<file path="src/rtl/gpio_port_pkg.sv">
package gpio_port_pkg;
  localparam int unsigned REG_W  = 8;
  localparam int unsigned PINS   = 7;
  localparam int unsigned ADDR_W = 2;

  typedef enum logic [ADDR_W-1:0] {
    A_DIR  = 2'd0,
    A_DATA = 2'd1,
    A_PIN  = 2'd2,
    A_NONE = 2'd3
  } gpio_addr_e;
endpackage

</file>
<file path="src/rtl/gpio_reg_bank.sv">
module gpio_reg_bank #(
  parameter int unsigned W = 7
) (
  input  logic         clk_i,
  input  logic         rst_ni,
  input  logic         clr_i,
  input  logic         hold_i,
  input  logic         we_dir_i,
  input  logic         we_dat_i,
  input  logic [W-1:0] wdata_i,
  output logic [W-1:0] dir_o,
  output logic [W-1:0] dat_o
);
  logic [W-1:0] dir_q, dat_q;

  // clear beats hold beats write
  always_ff @(posedge clk_i or negedge rst_ni) begin
    if (!rst_ni) begin
      dir_q <= '0;
      dat_q <= '0;
    end else if (clr_i) begin
      dir_q <= '0;
      dat_q <= '0;
    end else if (!hold_i) begin
      if (we_dir_i) dir_q <= wdata_i;
      if (we_dat_i) dat_q <= wdata_i;
    end
  end

  assign dir_o = dir_q;
  assign dat_o = dat_q;
endmodule

</file>
<file path="src/rtl/gpio_sync.sv">
module gpio_sync #(
  parameter int unsigned W      = 7,
  parameter int unsigned STAGES = 2
) (
  input  logic         clk_i,
  input  logic         rst_ni,
  input  logic [W-1:0] d_i,
  output logic [W-1:0] q_o
);
  for (genvar b = 0; b < W; b++) begin : g_bit
    logic [STAGES-1:0] sr_q;
    always_ff @(posedge clk_i or negedge rst_ni) begin
      if (!rst_ni) sr_q <= '0;
      else         sr_q <= {sr_q[STAGES-2:0], d_i[b]};
    end
    assign q_o[b] = sr_q[STAGES-1];
  end
endmodule

</file>
<file path="src/rtl/gpio_pad_ctrl.sv">
module gpio_pad_ctrl #(
  parameter int unsigned W = 7
) (
  input  logic [W-1:0] dir_i,
  input  logic [W-1:0] dat_i,
  output logic [W-1:0] pin_o,
  output logic [W-1:0] pin_oe_o
);
  for (genvar b = 0; b < W; b++) begin : g_pad
    assign pin_oe_o[b] = dir_i[b];
    assign pin_o[b]    = dat_i[b];
  end
endmodule

</file>
<file path="src/rtl/gpio_port7.sv">
module gpio_port7
  import gpio_port_pkg::*;
(
  input  logic              clk_i,
  input  logic              rst_ni,
  input  logic              hw_stby_i,
  input  logic              hold_i,
  input  logic [ADDR_W-1:0] addr_i,
  input  logic              wr_i,
  input  logic              rd_i,
  input  logic [REG_W-1:0]  wdata_i,
  output logic [REG_W-1:0]  rdata_o,
  input  logic [PINS-1:0]   pin_i,
  output logic [PINS-1:0]   pin_o,
  output logic [PINS-1:0]   pin_oe_o
);
  localparam int unsigned PAD = REG_W - PINS;

  logic [PINS-1:0] dir, dat, pin_s;
  logic            we_dir, we_dat;

  assign we_dir = wr_i && (addr_i == A_DIR);
  assign we_dat = wr_i && (addr_i == A_DATA);

  gpio_reg_bank #(.W(PINS)) u_regs (
    .clk_i   (clk_i),
    .rst_ni  (rst_ni),
    .clr_i   (hw_stby_i),
    .hold_i  (hold_i),
    .we_dir_i(we_dir),
    .we_dat_i(we_dat),
    .wdata_i (wdata_i[PINS-1:0]),
    .dir_o   (dir),
    .dat_o   (dat)
  );

  gpio_sync #(.W(PINS), .STAGES(2)) u_sync (
    .clk_i (clk_i),
    .rst_ni(rst_ni),
    .d_i   (pin_i),
    .q_o   (pin_s)
  );

  gpio_pad_ctrl #(.W(PINS)) u_pad (
    .dir_i   (dir),
    .dat_i   (dat),
    .pin_o   (pin_o),
    .pin_oe_o(pin_oe_o)
  );

  // undefined locations and reserved bits read as ones
  always_comb begin
    rdata_o = '0;
    if (rd_i) begin
      unique case (addr_i)
        A_DATA:  rdata_o = {{PAD{1'b1}}, dat};
        A_PIN:   rdata_o = {{PAD{1'b1}}, pin_s};
        default: rdata_o = '1;
      endcase
    end
  end
endmodule

</file>
<file path="config.mk">
export PLATFORM = sky130hd
export DESIGN_NAME = gpio_port7
export DESIGN_NICKNAME = d
export VERILOG_FILES = /design/src/rtl/gpio_port_pkg.sv /design/src/rtl/gpio_reg_bank.sv /design/src/rtl/gpio_sync.sv /design/src/rtl/gpio_pad_ctrl.sv /design/src/rtl/gpio_port7.sv
export SDC_FILE = /design/constraint.sdc
export NUM_CORES = 1
export LEC_CHECK = 0
export BUFFER_PORTS_ARGS = -buffer_cell sky130_fd_sc_hd__buf_2
export CAP_MARGIN = 0
export CORE_MARGIN = 2
export CORE_UTILIZATION = 47
export DETAILED_ROUTE_END_ITERATION = 12
export GPL_ROUTABILITY_DRIVEN = 0
export GPL_TIMING_DRIVEN = 0
export PLACE_DENSITY = 0.84
export SYNTH_ARGS = -nofsm -noshare
export SYNTH_HDL_FRONTEND = slang
export SYNTH_SLANG_ARGS = --single-unit
export TNS_END_PERCENT = 100
</file>
<file path="constraint.sdc">
create_clock -name clk_i -period 1.5 [get_ports clk_i]
set_input_delay 0.375 -clock clk_i [delete_from_list [all_inputs] [get_ports clk_i]]
set_output_delay 0.375 -clock clk_i [all_outputs]
set_load 0.005 [all_outputs]
</file>
======== Word level (Yosys, flattened, before mapping) ========
Cells that the tools add are included.
word-level totals
  register bits ........................... 28
  output and inout port bits .............. 22
  logic and storage cells ................. 27
  input bits .............................. 23
operators by class
  reduce and logical (&&, ||, !) cells .... 7
  mux-type cells .......................... 8
  equal/unequal tests ..................... 3
operator list
  kind                                            number
  two-way mux 7 bit                               6
  one-hot mux 7 bit (2 select lines)              1
  two-way mux 8 bit                               1
  AND reduction 2 bit                             2
  nonzero test 2 bit                              2
  == test 2 x 1 -> 1 bit (second input constant)  1
  == test 2 bit (second input constant)           1
  logical AND 1 bit                               2
  logical NOT 2 bit                               1
  != test 2 bit (second input constant)           1

======== Depth between registers and ports, before layout ========
Gate-level depths: netlist of the first run.
  depth after elaboration ................. 5
  mapped depth ............................ 6

======== Hierarchy ========
From an unflattened synthesis of the first run, not the netlist that was laid out.
unflattened totals
  cell total of the unflattened synthesis .. 114
  area, all modules ....................... 1,361.3 um^2
by module, submodules not included
  module         cells each  area an instance (um^2)  times used  seq. area each (um^2)
  gpio_reg_bank  57          683.2                    1           350.3
  gpio_sync      21          402.9                    1           350.3
  gpio_port7     22          170.2                    1           0.0
  gpio_pad_ctrl  14          105.1                    1           0.0

======== Worst setup path after synthesis of the first run ========
No wires, ideal clock.
  kind .................................... input -> output
  start point ............................. in addr_i[0]
  end point ............................... out rdata_o[0]
  setup slack ............................. 141 ps
  data required time ...................... 1,125 ps
  arrival time ............................ 984 ps
  cell stages on the path ................. 4
  path through ............................ inv_1 -> ha_1 -> a22oi_1 -> a21boi_0
between the ends
  word-level cells in the longest chain between the ends .. 3
ends and longest elaborated chain
  item                                                     RTL line          text
  start, declared                                          gpio_port7.sv:8   input logic [ADDR_W-1:0] addr_i,
  == test 2 bit or == test 2 x 1 -> 1 bit (tied branches)  gpio_port7.sv:55  unique case (addr_i)
  one-hot mux 7 bit (2 select lines) (*)                   gpio_port7.sv:55
  two-way mux 8 bit (*)                                    gpio_port7.sv:54  if (rd_i) begin
  end, declared                                            gpio_port7.sv:12  output logic [REG_W-1:0] rdata_o,
Mark *: on every way between the ends. The rest lies on a longest branch, timed or not.

======== Worst setup path after layout of the first run ========
  start point ............................. in addr_i[0]
  end point ............................... out rdata_o[5]
Same word-level chain as after synthesis.

==> results.yml, run 1 <==
outcome:
  status: "complete, no violations"
global_route:
  grt_util_all_layers_pct: 18.0
  antenna_found_initial: 0
  overflow: 0
  grt_max_degree: 29
  grt_pass1_wl_um: 3760
  grt_pass1_vias: 857
yosys:
  yosysTopAreaCell: "dfrtp_1"
  synth.net_count: 118
  synth_most_common_cell: "dfrtp_1"
  ys_ff_latch: 28
  postSynthCellCount: 92
  synthFlopType: "dfrtp_1"
  synth-seq-area-share_pct: 58.5
  syn_area_um2: 1200
  async_reset_ff_share_pct: 100
  synth.top_cell.area_share_pct: 58.5
  synth_cell_types: 13
  yosysWarnings: 0
  avgSynthCellArea_um2: 13.0
  synth_common_cells: "dfrtp_1 (28), nand2b_1 (21), mux2i_1 (14), a21boi_0 (7), a22oi_1 (7)"
  synth.top_cells.by_area: "dfrtp_1 (59%), mux2i_1 (12%), nand2b_1 (11%)"
  synth_edf_count: 0
floorplanning:
  start_util_pct: 48.8
  rows: 18
  core_area_um2: 2450
  die_height_um: 54.5
  pin_count: 45
  die_x_um: 54.5
  design.die.area_um2: 2970
detailed_routing:
  viasPerCell: 5.07
  routed_wl_um: 2380
  antenna_left: 0
  dr_wl_met3_um: 110
  drt_iter0_drc: 13
  post_drt_wl_per_cell_um: 13.7
  route.layer.met1.wl_um: 964
  dr.pass1.iters: 4
  top_layer_used: "met4"
  drc_errors: 0
  vias: 877
  wl_met2_um: 1280
clocking:
  h-tree-depth: 1
  cts_max_path_buffers: 2
  cts_buffers: 3
  clk_pin_slew_ps: 150
  worstSkewPairLatency_ps: 320
  tritoncts: "built"
  clock-sinks: 28
  cts_root_buffer: "clkbuf_4"
pwr:
  switching_share_pct: 21.8
  p_per_area_nw_per_um2: 904
  leakage_nw: 0.830
  p_comb_share_pct: 12.7
  ir_worst_vdd_v: 0.000688
  switchingPower_w: 0.000321
  clockPowerShare_pct: 33.3
  pwr-share-seq_pct: 54.0
  p_int_w: 0.00115
timing:
  worst_slack_ps: 1.15
  finalCriticalPeriod_ps: 1500
  whs_ps: 23.9
  fmaxAchievable_mhz: 667
  rsz0062_at_grt: "true"
  tightest_slew_ps: 588
  timing_hold_violations_final: 0
  setup_viol: 0
  period_share_pct: 99.9
  relSlewSlack_pct: 60.8
  slew_violations: 0
  skew_ps: 0.684
cells_and_area:
  antenna_cells: 0
  layout-drive-gt1-share_pct: 46.9
  syn_to_final_growth_pct: 36.1
  finalNetCount: 170
  seq_area_um2: 701
  finalNonFillerCells: 173
  multi_input_area_um2: 519
  fillerInstances: 193
worst_hold_path:
  min-delay-path-class: "in -> async"
critical_path:
  crit_path_max_fanout: 7
  required_ps: 1120
  cp_data_arrival_time_ps: 1120
  worstSetupStartpointType: "input pin"
  endpoint_kind: "primary output"
  criticalPathCategory: "in -> out"
place:
  dp_slack_ps: -206
  port_buffers: 43
  hpwl_um: 1800
  post-place-cells: 165
flow_run:
  max-cap-violations: 0
-- per-stage QoR --
| step | cell area [µm²] | total power, W | setup TNS [ps] | utilization (%) |
|---|---|---|---|---|
| 2_1_floorplan | 1200 | 0.000876 | 0 | - |
| 6_report | 1630 | 0.00147 | 0 | 66.4 |
| 4_1_cts | 1620 | 0.00147 | 0 | 66.1 |
| 5_1_grt | 1630 | 0.00153 | -227 | 66.4 |
| 3_5_place_dp | 1450 | 0.000963 | -1260 | 59.1 |
| 3_3_place_gp | 1450 | 0.000955 | -942 | 59.1 |
-- cells in the final DEF (no fill, tap or decap) --
cell type,count
buf_4,6
mux2i_1,14
bufinv_16,1
clkbuf_4,3
buf_2,41
clkbuf_1,2
inv_6,1
and3b_1,2
dfrtp_1,28
inv_4,1
a22oi_2,7
nand2b_1,21
nand3b_1,2
buf_6,1
ha_4,3
buf_8,2
clkbuf_2,1
a21boi_1,7
-- timing repair --
action	CTS	global route
resized for setup	30	2
cloned	0	0
endpoints found under the setup margin	7	7
buffers inserted	3	2
hold buffers	0	0
pin swaps	10	12
-- worst max-delay path, cell delays in order --
cell	delay, ps
buf_8	110
inv_6	60
ha_4	200
a22oi_2	90
a21boi_1	150
buf_2	130
-- routing by layer --
layer  GRT usage, %  up-vias
met2           31.5       26
met4           8.33        0
met5              0        -
li1               -      412
met1           21.6      437
met3           2.73        2
-- path summary, 6_finish.rpt --
path / start / end / slack, ps / cells past startpoint
worst max-delay path: addr_i[0] / rdata_o[5] / 1 / 6
worst min register to register: u_sync.g_bit[2].sr_q[0] / u_sync.g_bit[2].sr_q[1] / 370 / 0
worst min-delay path: rst_ni / u_sync.g_bit[6].sr_q[1] / 20 / 1
min in group clk_i: pin_i[6] / u_sync.g_bit[6].sr_q[0] / 140 / 1
max in group asynchronous: rst_ni / u_regs.dir_o[4] / 1090 / 1
worst max register to register: u_regs.dat_o[3] / u_regs.dat_o[3] / 700 / 3
-- sequential cells by signal (all words and copies together), names as in the netlist --
register           cells
u_regs.dir_o           7
u_regs.dat_o           7
u_sync.g_bit.sr_q     14
-- area by class of cell --
class	instances	area share (%)
repair buffers	48	16.7
clock buffers	3	1.38
well taps	30	2.30
clock inverters	1	1.84
multi-input cells	56	31.9
inverters	2	0.922
flip-flops and latches	28	43.0
plain buffers	5	1.92
-- power groups by stage --
stage	clock network [W]	logic (W)	registers (W)
floorplan	0	0.0000711	0.000805
global placement	0	0.000149	0.000805
detailed placement	0	0.000155	0.000808
CTS	0.000489	0.000189	0.000795
global route	0.000527	0.000208	0.000798
finish	0.000491	0.000187	0.000795
-- cell families (layout without fill, tap and decap cells) --
group	after synthesis	after routing	share of synthesized area (%)
buffers and inverters	8	59	4.18
flip-flops	28	28	58.5
AO/OA/AOI/OAI	14	14	8.78
AND/OR/NAND/NOR	25	25	13.7
adder cells (fa/ha/maj)	3	3	3.14
multiplexers	14	14	11.7
No activity file was read; power rests on OpenSTA's default activity.
==> inputs of run 2 (changes only) <==
Settings changed: CORE_UTILIZATION 47 to 43, PLACE_DENSITY 0.84 to 0.81.
Clock period 1.5 ns to 1.2 ns, I/O delays scaled along.
==> results.yml, run 2 (same netlist as run 1, synthesis figures left out) <==
outcome:
  status: "complete, but fails checks"
  violations: "setup timing"
critical_path:
  worstSetupStartpointType: "input pin"
  cp_data_arrival_time_ps: 1130
  criticalPathCategory: "in -> out"
  crit_path_max_fanout: 7
  required_ps: 900
  endpoint_kind: "primary output"
clocking:
  worstSkewPairLatency_ps: 320
  cts_root_buffer: "clkbuf_4"
  cts_max_path_buffers: 2
  clock-sinks: 28
  clk_pin_slew_ps: 140
  tritoncts: "built"
  cts_buffers: 3
  h-tree-depth: 1
pwr:
  ir_worst_vdd_v: 0.00109
  p_per_area_nw_per_um2: 1080
  leakage_nw: 0.868
  power.total_w: 0.00185
floorplanning:
  die_height_um: 56.8
  core_area_um2: 2710
  rows: 19
  start_util_pct: 44.2
  pin_count: 45
  design.die.area_um2: 3220
  die_x_um: 56.8
cells_and_area:
  multi_input_area_um2: 523
  stdcell_area_um2: 1720
  largest_reg_flops: 14
  antenna_cells: 0
  seq_area_um2: 701
  layout_commonest_cell: "buf_2"
  syn_to_final_growth_pct: 43.6
  final_cell_mix: "buf_2 (37), dfrtp_1 (28), nand2b_1 (21)"
  finalNetCount: 177
  fillerInstances: 221
  regMostFlops: "u_sync.g_bit.sr_q"
  layout-drive-gt1-share_pct: 49.3
worst_hold_path:
  min-delay-path-class: "in -> reg"
timing:
  setup_viol: 13
  relSlewSlack_pct: 60.6
  finalCriticalPeriod_ps: 1430
  worst_slack_ps: -234
  whs_ps: 67.9
  skew_ps: 0.843
  fmaxAchievable_mhz: 698
  rsz0062_at_grt: "true"
  tightest_slew_ps: 591
  timing_hold_violations_final: 0
  slew_violations: 0
  period_share_pct: 119
  tns_ps: -2120
detailed_routing:
  dr.pass1.iters: 4
  antenna_left: 0
  drc_errors: 0
  routed_wl_um: 2620
  viasPerCell: 4.84
  vias: 876
  drt_iter0_drc: 9
  post_drt_wl_per_cell_um: 14.4
global_route:
  antenna_found_initial: 0
  grt_pass1_vias: 947
  grt_max_degree: 29
  grt_util_all_layers_pct: 17.7
  overflow: 0
  grt_pass1_wl_um: 4300
place:
  placed_area_um2: 1450
  port_buffers: 43
  dp_slack_ps: -299
  hpwl_um: 1830
flow_run:
  max-cap-violations: 0
[run 2: cell types whose count changed in the layout (fill, tap and decap cells not counted), sizes merged]
cell         change
buf              +6
dlygate4sd3      +1
[run 2: report_power, final]
| part | total (W) | internal, W | switching (W) |
|---|---|---|---|
| sequential | 0.000993 | 0.000977 | 0.0000165 |
| clock | 0.000608 | 0.000338 | 0.000270 |
| combinational | 0.000250 | 0.000133 | 0.000117 |
[run 2: critical path, cell delays in order]
cell and delay [ps]:
buf_2 140, inv_4 80, ha_4 200, a22oi_2 100, a21boi_1 180, buf_2 140
[run 2: layout make-up]
cell class                 instances  area share (%)
multi-input combinational         56            30.4
timing repair buffer              55            21.0
clock buffer                       3            1.31
buffer                             5            1.82
clock inverter                     1            1.75
tap                               31            2.26
inverter                           2           0.728
sequential                        28            40.8
[run 2: metal layers]
layer	wire, µm	part of all wire (%)	global-route usage, %	up-vias
met5	0	0	0	-
met4	17	0.65	4.98	0
met3	146	5.6	4.15	4
met2	1400	54	32.6	27
met1	1050	40	20.3	418
li1	-	-	-	427
[run 2: per-stage QoR]
stage | util [%] | std cells
3_5_place_dp | 53.6 | 166
3_3_place_gp | 53.6 | 166
4_1_cts | 61.8 | 177
6_report | 63.4 | 181
2_1_floorplan | - | 92
5_1_grt | 63.4 | 181
[run 2: path summary, 6_finish.rpt]
check	startpoint	endpoint	slack (ps)	cells past startpoint
max	addr_i[0]	rdata_o[3]	-230	6
min	pin_i[0]	u_sync.g_bit[0].sr_q[0]	70	1
max reg2reg	u_regs.dat_o[2]	u_regs.dat_o[2]	290	4
min reg2reg	u_sync.g_bit[5].sr_q[0]	u_sync.g_bit[5].sr_q[1]	370	0
max in group asynchronous	rst_ni	u_sync.g_bit[4].sr_q[0]	320	2
min in group asynchronous	rst_ni	u_regs.dir_o[2]	490	2
[run 2: repair_timing]
item	in CTS	in global routing
resized for setup	31	6
endpoints found under the setup margin	13	19
hold buffers	1	0
endpoints found under the hold margin	28	0
buffers inserted	6	7
pin swaps	12	7
